$ cat src/rtl/serial_cmd_decoder.sv
module serial_cmd_decoder #(
  parameter int CODE_AW    = 5,
  parameter int CODE_DEPTH = 24,
  parameter int PAT_AW     = 4,
  parameter int COLS       = 5,
  parameter int ROWS       = 7
) (
  input  logic                 clk,
  input  logic                 rst_n,
  input  logic                 ser_csn,
  input  logic                 ser_clk,
  input  logic                 ser_dat,
  output logic                 code_we,
  output logic [CODE_AW-1:0]   code_addr,
  output logic [7:0]           code_data,
  output logic                 pat_we,
  output logic [PAT_AW-1:0]    pat_addr,
  output logic [COLS*ROWS-1:0] pat_data,
  output logic                 sym_we,
  output logic [CODE_AW-1:0]   sym_addr,
  output logic [3:0]           sym_data,
  output logic                 port_we,
  output logic [3:0]           port_val,
  output logic                 digit_we,
  output logic [3:0]           digit_code,
  output logic                 lights_we,
  output logic [1:0]           lights_mode,
  output logic                 duty_we,
  output logic [9:0]           duty_val
);
  localparam int PW    = COLS * ROWS;
  localparam int COL_W = $clog2(COLS);
  localparam logic [CODE_AW-1:0] CODE_LIM = CODE_AW'(CODE_DEPTH);
  localparam logic [COL_W-1:0]   COL_LAST = COL_W'(COLS - 1);

  typedef enum logic [2:0] {S_CMD, S_CODE, S_PAT, S_SYM, S_DUTY} st_t;

  st_t                     st;
  logic                    sclk_q, csn_q;
  logic [7:0]              shreg;
  logic [2:0]              bitcnt;
  logic [CODE_AW-1:0]      code_ptr, sym_ptr;
  logic [PAT_AW-1:0]       pat_ptr;
  logic [COL_W-1:0]        col;
  logic [ROWS*(COLS-1)-1:0] acc;
  logic [1:0]              duty_lo;
  logic [PW-1:0]           pat_next;

  wire       sclk_rise = ser_clk & ~sclk_q;
  wire       cs_edge   = ser_csn ^ csn_q;
  wire [7:0] byte_w    = {ser_dat, shreg[7:1]};
  wire       byte_done = sclk_rise & ~ser_csn & ~cs_edge & (bitcnt == 3'd7);
  wire [ROWS*COLS-1:0] cols = {byte_w[ROWS-1:0], acc};

  always_comb begin
    for (int k = 0; k < COLS; k++)
      for (int j = 0; j < ROWS; j++)
        pat_next[k + COLS*j] = cols[k*ROWS + j];
  end

  always_ff @(posedge clk or negedge rst_n) begin
    if (!rst_n) begin
      sclk_q <= 1'b0;
      csn_q  <= 1'b1;
      shreg  <= '0;
      bitcnt <= '0;
    end else begin
      sclk_q <= ser_clk;
      csn_q  <= ser_csn;
      if (cs_edge) bitcnt <= '0;
      else if (sclk_rise && !ser_csn) begin
        shreg  <= byte_w;
        bitcnt <= bitcnt + 3'd1;
      end
    end
  end

  always_ff @(posedge clk or negedge rst_n) begin
    if (!rst_n) begin
      st <= S_CMD; code_ptr <= '0; sym_ptr <= '0; pat_ptr <= '0;
      col <= '0; acc <= '0; duty_lo <= '0;
      code_we <= 1'b0; code_addr <= '0; code_data <= '0;
      pat_we <= 1'b0; pat_addr <= '0; pat_data <= '0;
      sym_we <= 1'b0; sym_addr <= '0; sym_data <= '0;
      port_we <= 1'b0; port_val <= '0;
      digit_we <= 1'b0; digit_code <= '0;
      lights_we <= 1'b0; lights_mode <= '0;
      duty_we <= 1'b0; duty_val <= '0;
    end else begin
      code_we <= 1'b0; pat_we <= 1'b0; sym_we <= 1'b0; port_we <= 1'b0;
      digit_we <= 1'b0; lights_we <= 1'b0; duty_we <= 1'b0;
      if (ser_csn && !csn_q) begin
        st  <= S_CMD;
        col <= '0;
      end else if (byte_done) begin
        unique case (st)
          S_CMD: begin
            unique case (byte_w[7:5])
              3'b001: begin code_ptr <= byte_w[CODE_AW-1:0]; st <= S_CODE; end
              3'b010: begin pat_ptr <= byte_w[PAT_AW-1:0]; col <= '0; st <= S_PAT; end
              3'b011: begin sym_ptr <= byte_w[CODE_AW-1:0]; st <= S_SYM; end
              3'b100: begin port_we <= 1'b1; port_val <= byte_w[3:0]; end
              3'b101: begin duty_lo <= byte_w[1:0]; st <= S_DUTY; end
              3'b110: begin digit_we <= 1'b1; digit_code <= byte_w[3:0]; end
              3'b111: begin lights_we <= 1'b1; lights_mode <= byte_w[1:0]; end
              default: ;
            endcase
          end
          S_CODE: begin
            if (code_ptr < CODE_LIM) begin
              code_we <= 1'b1; code_addr <= code_ptr; code_data <= byte_w;
            end
            code_ptr <= code_ptr + CODE_AW'(1);
          end
          S_SYM: begin
            if (sym_ptr < CODE_LIM) begin
              sym_we <= 1'b1; sym_addr <= sym_ptr; sym_data <= byte_w[3:0];
            end
            sym_ptr <= sym_ptr + CODE_AW'(1);
          end
          S_PAT: begin
            if (col == COL_LAST) begin
              pat_we <= 1'b1; pat_addr <= pat_ptr; pat_data <= pat_next;
              pat_ptr <= pat_ptr + PAT_AW'(1);
              col <= '0;
            end else begin
              acc[col*ROWS +: ROWS] <= byte_w[ROWS-1:0];
              col <= col + COL_W'(1);
            end
          end
          S_DUTY: begin
            duty_we <= 1'b1; duty_val <= {byte_w, duty_lo}; st <= S_CMD;
          end
          default: st <= S_CMD;
        endcase
      end
    end
  end
endmodule

$ cat config.mk
export PLATFORM = sky130hd
export DESIGN_NAME = serial_cmd_decoder
export DESIGN_NICKNAME = d
export VERILOG_FILES = /design/src/rtl/serial_cmd_decoder.sv
export SDC_FILE = /design/constraint.sdc
export NUM_CORES = 1
export LEC_CHECK = 0
export BUFFER_PORTS_ARGS = -buffer_cell sky130_fd_sc_hd__buf_2
export CAP_MARGIN = 10
export CORE_AREA = 2 2 139 141
export DETAILED_ROUTE_END_ITERATION = 6
export DIE_AREA = 0 0 141 143
export GPL_TIMING_DRIVEN = 0
export HOLD_SLACK_MARGIN = 0.12
export SYNTH_ARGS = -nofsm -noshare
export SYNTH_HDL_FRONTEND = slang
export SYNTH_SLANG_ARGS = --single-unit
$ cat constraint.sdc
create_clock -name clk -period 3.8 [get_ports clk]
set_input_delay 0.76 -clock clk [delete_from_list [all_inputs] [get_ports clk]]
set_output_delay 0.76 -clock clk [all_outputs]
set_load 0.02 [all_outputs]
==> qor.txt <==
run status: complete, no violations
number of synthesized flops with an enable pin: 0
worst slew pin tran: 718 ps
initial antenna violation count: 0
flip-flop cell with the highest count after synthesis: dfrtp_1
library cell with the highest instance count after synthesis: dfrtp_1
synthesized area: 6450 µm²
detailed-route via count: 4285
grt total ovfl: 0
maximum vdd ir drop: 0.000365 V
worst setup skew after layout: 6.47 ps
clock group share of total power: 44.2%
violation count after the first detailed-route iteration: 168
clock edge transition at the registers on the reported setup and hold paths: 60 ps
post-synthesis instance total: 489
portion of the post-synthesis area used by sequential elements: 58.2%
later-pin clock latency in the skew report: 420 ps
nets: 617
leakage: 4.20 nW
synthesis-to-layout area growth: 21.3%
DR pass1 iterations: 4
Yosys top cell by area: dfrtp_1
width of the die: 141 µm
startpoint types: flip-flop
final period demand of the worst path: 3190 ps
RSZ-0062 raised after global routing: false
maxcap violations: 0
final setup violation count: 0
synthesized netlist net count: 506
ant diodes: 0
area of the core: 18600 µm²
Power per Cell Area: 482 nW/µm²
max-slew violation count: 0
post-CTS resize count: 0
largest net degree at the start of global routing: 91
final routed wire length divided by cell count: 17.4 µm
post-layout power: 3.77 mW
hold buffers post-CTS: 0
H-tree levels: 4
critical-path maximum fanout: 10
wire length of the first global-routing pass: 24300 µm
combined area of the multi-input logic cells: 2520 µm²
total number of clock tree sinks: 150
wire length after detailed routing: 14800 µm
weighted congestion at the end of routability-driven global placement: 0.849
number of rows in the core area: 50
worst slew slack as a fraction of its limit: 51.8%
clock tree from TritonCTS: built
DRC violation count after routing: 0
classification of the worst-slack hold path: primary input to async pin
net switching component of the power: 0.996 mW
post-synth top area share: 57.8%
setup slack after placement: 581 ps
Die Height: 143 µm
most used standard cells in the synthesized netlist: 149 x dfrtp_1, 105 x mux2_2, 20 x clkbuf_1, 20 x nand2_1, 15 x nand3_1
initial core utilization: 34.7%
vias in the first global route: 4516
HPWL after detailed placement: 10400 µm
number of failing hold endpoints at the final stage: 0
finished layout cell area: 7830 µm²
post-DR vias/cell: 5.06
count of nets left with antenna violations after detail routing: 0
register bit count reported by yosys: 150
number of fillers in the final layout: 1732
GRT Total Usage: 15.7%
Reg area: 3750 µm²
maximum clock frequency: 313 MHz
P_int: 2.78 mW
Final Worst Setup Slack: 608 ps
buffers inserted by post-CTS timing repair: 0
fraction of power spent switching nets: 26.4%
PortBufs: 91
number of buffers created by CTS: 17
die outline area: 20200 µm²
Clock Tree Root: clkbuf_16
worst setup path category: flip-flop to flip-flop
final worst path period share: 84.0%
CP arrival: 3500 ps
dominant cells by area after synthesis: dfrtp_1 58%, mux2_2 18%, ha_1 2.3%
portion of total power attributed to combinational logic: 11.2%
power share of the sequential group: 44.6%
average cell area after synthesis: 13.2 µm²
data required time of the critical path: 4110 ps
DP Area: 7230 µm²
Yosys warnings: 0
final design utilization: 42.1%
maximum count of clock buffers along a single path: 2
fraction of layout instances using a drive strength above 1: 40.3%
post-synth cell types: 49
endpoint class of the critical path: flip-flop
Top-Level Pins: 93
ys async rst share: 100%
cells in the final DEF (no fill, tap or decap), types with 4 or more instances in the layout:
cell type and n:
clkbuf_16 17, and2_1 5, a21o_1 7, inv_1 13
mux2_2 105, and3_1 12, a21oi_1 14, ha_1 12
o211ai_1 4, a21bo_1 6, and4_1 8, nand3_1 15
nor3b_1 4, nor2_1 13, buf_2 98, clkinvlp_4 4
nand2_1 20, o21ai_0 10, clkbuf_1 21, dfrtp_1 149
a31oi_1 6, mux2i_1 4, nand4_1 8
power by group through the flow:
stage / Combinational [mW] / Clock [mW] / Sequential (mW)
global route: 0.476 / 1.78 / 1.69
CTS: 0.427 / 1.72 / 1.68
floorplan: 0.272 / 0 / 1.69
global placement: 0.411 / 0 / 1.71
finish: 0.423 / 1.67 / 1.68
detailed placement: 0.427 / 0 / 1.71
path summary, 6_finish.rpt:
check	to	slack [ps]	depth (start not counted)	from
min in group clk	sclk_q$_DFF_PN0_	460	1	ser_clk
max	acc[4]$_DFFE_PN0P_	610	7	col[0]$_DFFE_PN0P_
max in group asynchronous	code_ptr[0]$_DFFE_PN0P_	2660	2	rst_n
max reg2reg	acc[4]$_DFFE_PN0P_	610	7	col[0]$_DFFE_PN0P_
min	pat_we$_DFF_PN0_	300	1	rst_n
min reg2reg	acc[26]$_DFFE_PN0P_	480	1	acc[26]$_DFFE_PN0P_
per-stage QoR:
stage	cells	TNS, ps	hold slack (ps)
2_1_floorplan	489	0	442
3_3_place_gp	814	-18170	466
3_5_place_dp	815	0	465
4_1_cts	847	0	329
5_1_grt	847	0	354
6_report	847	0	301
cell families (layout without fill, tap and decap cells):
logic type	after synthesis	after routing	synth area share, %
AO/OA/AOI/OAI	61	61	6.52
XOR/XNOR	1	1	0.136
adder cells (fa/ha/maj)	12	12	2.33
buffers and inverters	42	166	2.66
flip-flops	150	150	58.2
multiplexers	109	109	19.0
AND/OR/NAND/NOR	114	114	11.2
registers in the layout, summed over array words and instances, names as in the netlist, 5 cells and up:
signal,flops
pat_data,35
duty_val,10
sym_addr,5
code_addr,5
shreg,7
sym_ptr,5
acc,28
code_data,8
code_ptr,5
metal layers:
| metal | vias to the layer above | track usage [%] | wire length [µm] | share of wire [%] |
|---|---|---|---|---|
| met5 | - | 0 | 0 | 0 |
| met4 | 0 | 5.63 | 208 | 1.4 |
| met3 | 19 | 4.12 | 771 | 5.2 |
| met2 | 106 | 26.2 | 7260 | 49 |
| met1 | 2158 | 19.8 | 6540 | 44 |
| li1 | 2002 | - | - | - |
cell type report:
cell class,instances,area share [%]
Timing Repair Buffer,92,6.25
Multi-Input combinational cell,297,32.3
Tap cell,234,3.74
Inverter,13,0.624
Sequential cell,150,48.0
Clock inverter,11,1.57
Clock buffer,21,6.01
Buffer,29,1.57
critical path, stage by stage, from the launching register on:
cell and delay (ps):
dfrtp_1 440, clkbuf_1 320, inv_1 190, ha_1 250
ha_1 270, or4b_4 560, nor4_4 630, mux2_2 400
(Power assumes the default switching activity.)
